==> config.mk <==
export PLATFORM = sky130hd
export DESIGN_NAME = rtc_bcd_mmap
export DESIGN_NICKNAME = d
export VERILOG_FILES = /design/src/rtl/rtc_bcd_pkg.sv /design/src/rtl/rtc_bus_decode.sv /design/src/rtl/rtc_time_chain.sv /design/src/rtl/rtc_shadow_bank.sv /design/src/rtl/rtc_bcd_mmap.sv
export SDC_FILE = /design/constraint.sdc
export NUM_CORES = 1
export LEC_CHECK = 0
export ABC_AREA = 1
export BUFFER_PORTS_ARGS = -buffer_cell sky130_fd_sc_hd__buf_2
export CAP_MARGIN = 20
export CORE_MARGIN = 3
export CORE_UTILIZATION = 25
export DETAILED_ROUTE_END_ITERATION = 10
export PLACE_DENSITY = 0.49
export SYNTH_ARGS = -nofsm -noshare
export SYNTH_HDL_FRONTEND = slang
export SYNTH_HIERARCHICAL = 1
export SYNTH_SLANG_ARGS = --single-unit
==> constraint.sdc <==
create_clock -name clk -period 2.5 [get_ports clk]
set_input_delay 0.125 -clock clk [delete_from_list [all_inputs] [get_ports clk]]
set_output_delay 0.125 -clock clk [all_outputs]
set_load 0.02 [all_outputs]
==> src/rtl/rtc_bcd_pkg.sv <==
package rtc_bcd_pkg;
  localparam int NFIELD = 7;
  localparam int NREG   = NFIELD + 1;
  localparam int OFFW   = $clog2(NREG);
  localparam int F_SEC  = 0;
  localparam int F_MIN  = 1;
  localparam int F_HOUR = 2;
  localparam int F_DOW  = 3;
  localparam int F_DATE = 4;
  localparam int F_MON  = 5;
  localparam int F_YEAR = 6;

  typedef logic [7:0] bcd_t;

  // BCD increment; an out-of-range units digit carries into tens
  function automatic bcd_t bcd_inc(input bcd_t v);
    if (v[3:0] >= 4'd9) return {v[7:4] + 4'd1, 4'd0};
    return v + 8'd1;
  endfunction

  function automatic bcd_t days_in(input bcd_t mon, input bcd_t yr);
    logic leap;
    leap = yr[4] ? (yr[3:0] == 4'd2 || yr[3:0] == 4'd6)
                 : (yr[3:0] == 4'd0 || yr[3:0] == 4'd4 || yr[3:0] == 4'd8);
    case (mon)
      8'h02:                      return leap ? 8'h29 : 8'h28;
      8'h04, 8'h06, 8'h09, 8'h11: return 8'h30;
      default:                    return 8'h31;
    endcase
  endfunction

  function automatic bcd_t field_lim(input int idx, input bcd_t mon, input bcd_t yr);
    case (idx)
      F_SEC, F_MIN: return 8'h59;
      F_HOUR:       return 8'h23;
      F_DOW:        return 8'h07;
      F_DATE:       return days_in(mon, yr);
      F_MON:        return 8'h12;
      default:      return 8'h99;
    endcase
  endfunction

  function automatic bcd_t field_min(input int idx);
    return (idx == F_DOW || idx == F_DATE || idx == F_MON) ? 8'h01 : 8'h00;
  endfunction
endpackage

==> src/rtl/rtc_bus_decode.sv <==
module rtc_bus_decode #(
  parameter int AW   = 19,
  parameter int OFFW = 3
) (
  input  logic [AW-1:0]   addr,
  input  logic            ce_n,
  input  logic            we_n,
  input  logic            oe_n,
  input  logic            pwr_ok,
  output logic [OFFW-1:0] off,
  output logic            wr_en,
  output logic            rd_en,
  output logic            sram_ce_n
);
  logic sel, hit;
  assign sel       = pwr_ok & ~ce_n;
  assign hit       = &addr[AW-1:OFFW];
  assign off       = addr[OFFW-1:0];
  assign wr_en     = sel & hit & ~we_n;
  assign rd_en     = sel & hit & we_n & ~oe_n;
  assign sram_ce_n = ~(sel & ~hit);
endmodule

==> src/rtl/rtc_time_chain.sv <==
module rtc_time_chain
  import rtc_bcd_pkg::*;
#(
  parameter int NF = NFIELD
) (
  input  logic               clk,
  input  logic               rst_n,
  input  logic               adv,
  input  logic               load,
  input  logic [NF-1:0][7:0] load_val,
  output logic [NF-1:0][7:0] cnt,
  output logic [NF-1:0][7:0] nxt
);
  logic [NF-1:0] cin, wrap;

  for (genvar i = 0; i < NF; i++) begin : g_field
    if (i == 0) begin : g_first
      assign cin[i] = adv;
    end else if (i == F_DOW || i == F_DATE) begin : g_day
      assign cin[i] = cin[F_HOUR] & wrap[F_HOUR];
    end else if (i == F_MON) begin : g_mon
      assign cin[i] = cin[F_DATE] & wrap[F_DATE];
    end else begin : g_chain
      assign cin[i] = cin[i-1] & wrap[i-1];
    end

    assign wrap[i] = cnt[i] >= field_lim(i, cnt[F_MON], cnt[F_YEAR]);
    assign nxt[i]  = !cin[i] ? cnt[i] :
                     wrap[i] ? field_min(i) : bcd_inc(cnt[i]);

    always_ff @(posedge clk or negedge rst_n) begin
      if (!rst_n)    cnt[i] <= field_min(i);
      else if (load) cnt[i] <= load_val[i];
      else           cnt[i] <= nxt[i];
    end
  end
endmodule

==> src/rtl/rtc_shadow_bank.sv <==
module rtc_shadow_bank
  import rtc_bcd_pkg::*;
#(
  parameter int NF = NFIELD,
  parameter int OW = OFFW
) (
  input  logic               clk,
  input  logic               rst_n,
  input  logic               wr_en,
  input  logic [OW-1:0]      off,
  input  logic [7:0]         din,
  input  logic               tick,
  input  logic [NF-1:0][7:0] nxt,
  output logic [7:0]         ctrl,
  output logic [NF-1:0][7:0] cp,
  output logic               commit
);
  logic refresh, ctrl_wr;

  assign ctrl_wr = wr_en && off == '0;
  assign commit  = ctrl_wr && ctrl[7] && !din[7];
  assign refresh = tick && !ctrl[6] && !ctrl[7];

  always_ff @(posedge clk or negedge rst_n) begin
    if (!rst_n)       ctrl <= 8'h00;
    else if (ctrl_wr) ctrl <= din;
  end

  for (genvar i = 0; i < NF; i++) begin : g_copy
    always_ff @(posedge clk or negedge rst_n) begin
      if (!rst_n)                               cp[i] <= field_min(i);
      else if (wr_en && off == OW'(i + 1))      cp[i] <= din;
      else if (refresh)                         cp[i] <= nxt[i];
    end
  end
endmodule

==> src/rtl/rtc_bcd_mmap.sv <==
module rtc_bcd_mmap
  import rtc_bcd_pkg::*;
#(
  parameter int AW = 19
) (
  input  logic          clk,
  input  logic          rst_n,
  input  logic          tick_1hz,
  input  logic          pwr_ok,
  input  logic          ce_n,
  input  logic          we_n,
  input  logic          oe_n,
  input  logic [AW-1:0] addr,
  input  logic [7:0]    din,
  output logic [7:0]    dout,
  output logic          dout_en,
  output logic          sram_ce_n
);
  logic [OFFW-1:0]       off;
  logic                  wr_en, rd_en, commit, adv;
  logic [7:0]            ctrl;
  logic [NFIELD-1:0][7:0] cp, cnt, nxt;
  logic [8*NREG-1:0]     copy_flat;
  logic [8*NFIELD-1:0]   cnt_flat;

  rtc_bus_decode #(.AW(AW), .OFFW(OFFW)) u_dec (
    .addr(addr), .ce_n(ce_n), .we_n(we_n), .oe_n(oe_n), .pwr_ok(pwr_ok),
    .off(off), .wr_en(wr_en), .rd_en(rd_en), .sram_ce_n(sram_ce_n)
  );

  // counters freeze under write hold; a tick in the commit cycle is dropped
  assign adv = tick_1hz & ~ctrl[7] & ~commit;

  rtc_time_chain #(.NF(NFIELD)) u_chain (
    .clk(clk), .rst_n(rst_n), .adv(adv), .load(commit),
    .load_val(cp), .cnt(cnt), .nxt(nxt)
  );

  rtc_shadow_bank #(.NF(NFIELD), .OW(OFFW)) u_bank (
    .clk(clk), .rst_n(rst_n), .wr_en(wr_en), .off(off), .din(din),
    .tick(tick_1hz), .nxt(nxt), .ctrl(ctrl), .cp(cp), .commit(commit)
  );

  always_comb begin
    dout = 8'h00;
    if (rd_en) dout = (off == '0) ? ctrl : cp[off - OFFW'(1)];
  end
  assign dout_en = rd_en;

  assign copy_flat = {cp, ctrl};
  assign cnt_flat  = cnt;
endmodule

== Yosys cells after proc, flatten, opt, wreduce, memory -nomap -nowiden ==
Index checks and enable logic that the tools add are counted.

* Bits in registers: 120
* Bits of input ports: 34
* Output and inout port bits: 10
* Word-level logic and storage cells: 173

* Add/sub/neg operators: 15
* Order comparisons: 15
* Eq/ne operators: 16
* Mux-type cells: 63
* Bitwise logic cells: 20
* Reduce and logical (&&, ||, !) cells: 29

{| class="wikitable"
|+ Operators with widths
! kind !! count
|-
| $mux W8 || 52
|-
| $add A8 B1 Y8 const B || 7
|-
| $add A4 B1 Y4 const B || 7
|-
| $ge A4 B4 Y1 const B || 7
|-
| $bmux W8 S3 || 1
|-
| $eq A8 B3 Y1 const B || 2
|-
| $ge A8 B7 Y1 const B || 2
|-
| $pmux W8 S2 || 1
|-
| $reduce_and A16 Y1 || 1
|-
| $reduce_bool A2 Y1 || 7
|-
| $and A1 B1 Y1 || 13
|-
| $eq A3 B3 Y1 const B || 4
|-
| $logic_and A1 B1 Y1 || 12
|-
| $mux W1 || 9
|-
| $eq A4 B3 Y1 const B || 2
|-
| $eq A8 B2 Y1 const B || 1
|-
| $eq A8 B4 Y1 const B || 1
|-
| $eq A8 B5 Y1 const B || 1
|-
| $ge A8 B3 Y1 const B || 1
|-
| $ge A8 B5 Y1 const B || 1
|-
| $ge A8 B6 Y1 const B || 1
|-
| $ge A8 B8 Y1 || 1
|-
| $ge A8 B8 Y1 const B || 1
|-
| $not A1 Y1 || 7
|-
| other kinds (11) || 16
|}

== Longest topological paths before layout ==
Gate-level depths: netlist of the first run.

* Depth in word-level cells: 17
* Mapped depth: 22

== By module ==
Netlist of the first run, hierarchy kept.

{| class="wikitable"
|+ By module, submodules not included
! module !! times used !! cells each !! area each (µm²)
|-
| rtc_time_chain || 1 || 712 || 4708.3
|-
| rtc_shadow_bank || 1 || 472 || 3372.0
|-
| rtc_bcd_mmap || 1 || 181 || 787.0
|-
| rtc_bus_decode || 1 || 26 || 110.1
|}

== Worst setup path after synthesis of the first run ==
OpenSTA, ideal clock, no wires.

* Path type: input-to-reg
* From: in addr[5]
* To: reg u_bank/cp[48] in the netlist's numbering
* Setup time: 0.117 ns
* Arrival: 2.601 ns
* Path slack: -0.218 ns
* Stages on the path: 21
* Cells stage by stage: nand2_1 -> nor2_1 -> nand2_1 -> nor2_1 -> nand2_1 -> nor2_1 -> inv_1 -> nor2_1 -> nand2_2 -> clkbuf_1 -> nor3b_1 -> nor3b_1 -> nand4_4 -> nor2_4 -> buf_6 -> nand3_1 -> and2_1 -> inv_1 -> nand2_1 -> nand3_1 -> nand2_1

{| class="wikitable"
|+ RTL lines
! what !! line !! source
|-
| start: declaration || rtc_bcd_mmap.sv:13 || <nowiki>input logic [AW-1:0] addr,</nowiki>
|-
| end signal: indexed assignment || rtc_shadow_bank.sv:31 || <nowiki>if (!rst_n) cp[i] <= field_min(i);</nowiki>
|-
| end signal: indexed assignment || rtc_shadow_bank.sv:32 || <nowiki>else if (wr_en && off == OW'(i + 1)) cp[i] <= din;</nowiki>
|-
| end signal: indexed assignment || rtc_shadow_bank.sv:33 || <nowiki>else if (refresh) cp[i] <= nxt[i];</nowiki>
|-
| end: declaration || rtc_shadow_bank.sv:15 || <nowiki>output logic [NF-1:0][7:0] cp,</nowiki>
|}

==> flow_summary.toml, run 1 <==
[outcome]
outcome = "finished, violations left"
violations = "negative setup slack"

[critical_path]
slowest_delay_ns = 0.57
crit_slowest_cell = "dfstp_2"
critPathMaxFanout = 5
crit_top_cell = "nand2_1"
path_cells = "buf_6 -> ha_4 -> inv_4 -> o21ai_2 -> a32oi_2 -> nand2_1 -> inv_1 -> ha_1 -> nand2_1 -> nor3_2 -> nand3_2 -> nand3_4 -> inv_4 -> nor2_4 -> buf_6 -> nand2_2 -> o21ai_2 -> inv_1 -> nand2_1 -> nand3_1 -> nand2_1"
cp-startpoint = "u_chain/cnt[40]"
crit_type = "reg2reg"
crit_path_end_kind = "flop"
cp_top_family = "simple AND/OR/NAND/NOR gates"
reg2reg_from = "u_chain/cnt[40]"
cp.required_ns = 2.86
path_buf_inv = 6
critPathLaunchType = "flop"
cp_data_arrival_time_ns = 3.22

[clocking]
htreeDepth = 4
cts_tree = "done"
clockBufferDepth = 2
numCtsBuffers = 17
clock_latency_ns = 0.43
clk_transition_reported_paths_ns = 0.06
root_buffer = "clkbuf_16"
cts_sinks = 120

[route]
route.met2.wl_mm = 13.6
met3_length_um = 860
firstDrtPassIters = 5
viasPerCell = 4.43
drtIter0Drc = 594
drtAntennaViolNets = 0
top_layer_used = "met4"
routed_wl_mm = 28.5
post_drt_wl_per_cell_um = 14.6
drc = 0
vias = 8660
wl_met1_mm = 13.7

[synthesis]
ys_types = 41
syn_area_per_cell_um2 = 6.45
synth_seq_cells = 120
syn_inst = 1391
synth_ff_type = "dfrtp_1"
synth_commonest_cells = "nand2_1 (587), inv_1 (177), nand3_1 (156), dfrtp_1 (114), nor2_1 (76)"
syn_nets = 1469
synth.area.top_cells = "dfrtp_1 (32%), nand2_1 (25%), nand3_1 (8.7%)"
ys_warn_count = 6
synth_top_area_frac = 0.318
synth_top_cell_by_area = "dfrtp_1"
syn_area_mm2 = 0.00898
synth-edff-count = 0
post-synth-top-count-cell = "nand2_1"
synthArstFlopShare = 1.00
synth_seq_area_share = 0.335

[layout]
drive_gt1_frac = 0.179
num_antenna_cells = 0
syn_to_final_growth_pct = 22.7
post-route-util = 0.315
nFillCells = 3809
nets = 1567

[timing]
maxSlewHeadroom = 0.546
worst_slack_ns = -0.364
period_minus_slack_ns = 2.86
worst_slew_pin_slew_ns = 0.678
fin_crit_sh = 1.15
clock_skew_ns = 0.0150
finalSetupViolations = 46
slew_viol_final = 0
hold_viol = 0
max_freq_ghz = 0.349
rsz0062_at_grt = "yes"

[die]
die_area_mm2 = 0.0382
initial_core_util = 0.257
die_width_um = 195
io_pins = 44
core_mm2 = 0.0350
fp-row-count = 68
chipHeight_um = 195

[global_route]
grt_max_degree = 64
grt_pass1_wl_mm = 44.8
grt_pass1_vias = 8238
antenna_found_initial = 2
globalRouteTotalUtil = 0.147
grt-ovfl-total = 0

[run]
drv_cap = 0

[power]
p_leak_nw = 5.87
max-vdd-ir-drop_mv = 0.391
total_power_w = 0.00912
powerDensity_mw_per_mm2 = 828

[hold_path]
hp-class = "in2reg"
worstHoldStart = "addr[1]"

[placed_design]
place.gp.congestion = 0.818
dpl.hpwl_mm = 20.3
post-place-ws_ns = -0.325
port_buffers = 43
[worst reg2reg max path, cell delays in order (launching register included)]
cell and delay, ns:
dfstp_2 0.57, buf_6 0.12, ha_4 0.14, inv_4 0.04, o21ai_2 0.12, a32oi_2 0.08
nand2_1 0.08, inv_1 0.04, ha_1 0.26, nand2_1 0.06, nor3_2 0.23, nand3_2 0.12
nand3_4 0.15, inv_4 0.05, nor2_4 0.20, buf_6 0.14, nand2_2 0.04, o21ai_2 0.07
inv_1 0.06, nand2_1 0.06, nand3_1 0.07, nand2_1 0.09
[final cells by class]
type	count	area, um2	share of cell area
clock buffer	23	468	0.0425
clock inverter	8	97.6	0.00886
timing repair buffer	117	850	0.0771
multi-input combinational	1038	5280	0.479
inverter	195	744	0.0676
sequential	120	3010	0.273
tap	455	569	0.0517
[flip-flops by register name, summed over array words and instances (netlist names)]
signal	count
u_chain/cnt	56
u_bank/ctrl	8
u_bank/cp	56
[path summary, 6_finish.rpt]
kind | to | slack, ns | depth (start not counted)
worst min register to register | u_bank/cp[40] | 0.47 | 2
worst max register to register | u_bank/cp[42] | -0.36 | 21
worst max-delay path | u_bank/cp[42] | -0.36 | 21
worst min-delay path | u_bank/cp[29] | 0.25 | 6
min in group asynchronous | u_chain/cnt[35] | 0.28 | 2
max in group asynchronous | u_bank/cp[24] | 1.42 | 3
[logic make-up (layout without fill, tap and decap cells)]
family / after synthesis / in the layout / share of synthesized area
AO/OA/AOI/OAI: 95 / 95 / 0.0577
flip-flops: 120 / 120 / 0.335
adder cells (fa/ha/maj): 44 / 44 / 0.0613
AND/OR/NAND/NOR: 879 / 879 / 0.419
buffers and inverters: 233 / 343 / 0.107
XOR/XNOR: 20 / 20 / 0.0195
[report_power, final]
| part | leakage (nW) | switching, W | internal (W) |
|---|---|---|---|
| clock network | 0.269 | 0.000907 | 0.00151 |
| registers | 1.49 | 0.000556 | 0.00252 |
| logic | 4.12 | 0.00218 | 0.00145 |
| total | 5.87 | 0.00364 | 0.00548 |
[routing by layer]
metal	up-vias	track usage
met5	-	0
met4	0	0.0401
met3	26	0.0192
met2	140	0.248
met1	3991	0.198
li1	4503	-
[cell usage in the layout (no fill, tap or decap), drive strengths merged, types with 4 or more instances in the layout]
master    n
nand2   608
inv     194
nand3   161
buf     115
dfrtp   114
nor2     83
o21ai    59
ha       44
a21oi    27
clkbuf   24
xor2     16
nand4    14
nor3      8
dfstp     6
xnor2     4
clkinv    4
[metrics by stage]
stage | instances | area, um2 | hold WS, ns | TNS (ns)
global route | 1956 | 11000 | 0.284 | -20.35
CTS | 1953 | 10800 | 0.238 | -9.24
detailed placement | 1920 | 10100 | 0.195 | -16.62
finish | 1956 | 11000 | 0.249 | -10.96
global placement | 1920 | 10100 | 0.200 | -13.95
floorplan | 1391 | 9020 | -0.171 | -0.232
[timing repair]
action | CTS | global route
setup endpoints to repair | 46 | 72
endpoints found under the hold margin | 41 | 0
resized for setup | 13 | 61
setup buffers | 1 | 4
pin swaps | 6 | 33
hold buffers | 1 | 0
Power figures use the tool's default switching activity.
==> run 2: changes to the inputs <==
--- a/config.mk
+++ b/config.mk
@@ -9,9 +9,9 @@
 export BUFFER_PORTS_ARGS = -buffer_cell sky130_fd_sc_hd__buf_2
 export CAP_MARGIN = 20
 export CORE_MARGIN = 3
-export CORE_UTILIZATION = 25
+export CORE_UTILIZATION = 55
 export DETAILED_ROUTE_END_ITERATION = 10
-export PLACE_DENSITY = 0.49
+export PLACE_DENSITY = 0.84
 export SYNTH_ARGS = -nofsm -noshare
 export SYNTH_HDL_FRONTEND = slang
 export SYNTH_HIERARCHICAL = 1
==> flow_summary.toml, run 2 (synthesis gave the netlist of run 1 again) <==
[global_route]
globalRouteTotalUtil = 0.287
grt_max_degree = 64
grt-ovfl-total = 0
grt_pass1_wl_mm = 41.5
antenna_found_initial = 0
grt_pass1_vias = 8676

[run]
drv_cap = 0

[critical_path]
critPathLaunchType = "flop"
cp-startpoint = "u_chain/cnt[40]"
rr_endpoint = "u_bank/cp[44]"
crit_path_end_kind = "flop"
reg2reg_from = "u_chain/cnt[40]"
r2r.worst_path.cells = 21
crit_type = "reg2reg"
cp_data_arrival_time_ns = 3.15
critPathMaxFanout = 11
cp.required_ns = 2.81
r2r_slack_ns = -0.35

[clocking]
htreeDepth = 4
numCtsBuffers = 17
cts_sinks = 120
clockBufferDepth = 2
clk_transition_reported_paths_ns = 0.05
clock_latency_ns = 0.42
root_buffer = "clkbuf_16"
cts_tree = "done"

[power]
powerDensity_mw_per_mm2 = 833
max-vdd-ir-drop_mv = 0.536
p_leak_nw = 5.78

[layout]
stdcell_count = 1698
top_regs = "u_bank/cp x56, u_chain/cnt x56, u_bank/ctrl x8"
syn_to_final_growth_pct = 16.6
final_common_cell = "nand2_1"
drive_gt1_frac = 0.157
post-route-util = 0.657
mostFrequentLayoutCells = "nand2_1 (575), inv_1 (172), nand3_1 (152), dfrtp_1 (114), nor2_1 (73)"
nets = 1550
num_antenna_cells = 0

[die]
die_area_mm2 = 0.0179
fp-row-count = 46
die_width_um = 134
core_mm2 = 0.0159
io_pins = 44
initial_core_util = 0.563
chipHeight_um = 134

[route]
viasPerCell = 5.40
drc = 0
drtIter0Drc = 774
drtAntennaViolNets = 0
vias = 9173
post_drt_wl_per_cell_um = 14.8
routed_wl_mm = 25.1
firstDrtPassIters = 8

[hold_path]
holdPathEnd = "u_bank/ctrl[7]"
hp-class = "in2reg"
hold_depth = 4
worstHoldStart = "addr[1]"

[outcome]
outcome = "finished, violations left"
violations = "negative setup slack"

[placed_design]
place.gp.congestion = 0.940
dpl.hpwl_mm = 17.7
port_buffers = 43
placed_cells = 1664

[timing]
fin_crit_sh = 1.14
rsz0062_at_grt = "yes"
hold_viol = 0
worst_slew_pin_slew_ns = 0.615
slew_viol_final = 0
maxSlewHeadroom = 0.588
finalSetupViolations = 46
period_minus_slack_ns = 2.85
worst_slack_ns = -0.347
max_freq_ghz = 0.351
clock_skew_ns = 0.0142
[run 2: worst max-delay path by stage]
stage                    end  slack (ns)
6_report       u_bank/cp[44]       -0.35
5_1_grt        u_bank/cp[55]       -0.52
4_1_cts        u_bank/cp[45]       -0.26
3_5_place_dp   u_bank/cp[55]       -0.29
3_3_place_gp   u_bank/cp[55]       -0.21
2_1_floorplan  u_bank/cp[48]       -0.07
[run 2: repair_timing]
| action | 4_1_cts | 5_1_grt |
|---|---|---|
| cloned | 0 | 0 |
| pin swaps | 6 | 25 |
| endpoints found under the setup margin | 46 | 72 |
| hold buffers | 1 | 0 |
| gates resized for setup | 17 | 31 |
| setup buffers | 3 | 1 |
| hold endpoints to repair | 32 | 0 |
[run 2: area by class of cell]
class | instances | area, um2
Multi-Input combinational cell | 1038 | 5210
Clock inverter | 3 | 15.0
Sequential cell | 120 | 3010
Fill cell | 1339 | 5480
Tap cell | 216 | 270
Clock buffer | 26 | 519
Inverter | 195 | 742
Timing Repair Buffer | 100 | 704
[run 2: power breakdown]
group	internal (W)	leakage [nW]	switching (W)
Clock	0.00140	0.268	0.000802
Combinational	0.00132	4.02	0.00212
Sequential	0.00253	1.49	0.000549
Total	0.00524	5.78	0.00347
[run 2: stage by stage]
step	hold WS [ns]	total power [W]	area (um2)	worst slack, ns	TNS, ns
floorplan	-0.171	0.00530	9020	-0.0701	-0.232
global placement	0.129	0.00611	9720	-0.210	-9.93
detailed placement	0.129	0.00624	9720	-0.292	-13.37
CTS	0.135	0.00858	10400	-0.259	-6.81
global route	0.151	0.00938	10500	-0.524	-18.49
finish	0.152	0.00872	10500	-0.347	-9.19
[run 2: worst max-delay path: stages (launching register included)]
cell     delay (ns)
dfstp_2        0.55
inv_4          0.06
ha_4           0.16
o21ai_2        0.14
o21ai_1        0.09
a32oi_2        0.21
nor2_1         0.07
a31oi_1        0.15
ha_1           0.24
inv_1          0.05
nor2_1         0.04
nand3_1        0.13
nand3_4        0.15
inv_4          0.10
nor2_4         0.04
buf_12         0.15
nand2_2        0.07
o21ai_4        0.06
inv_2          0.06
nand2_1        0.08
nand3_1        0.09
nand2_1        0.05
[run 2: layer usage]
layer / global-route usage / part of all wire
met1: 0.356 / 0.40
met2: 0.485 / 0.47
met3: 0.0457 / 0.077
met4: 0.149 / 0.045
met5: 0 / 0
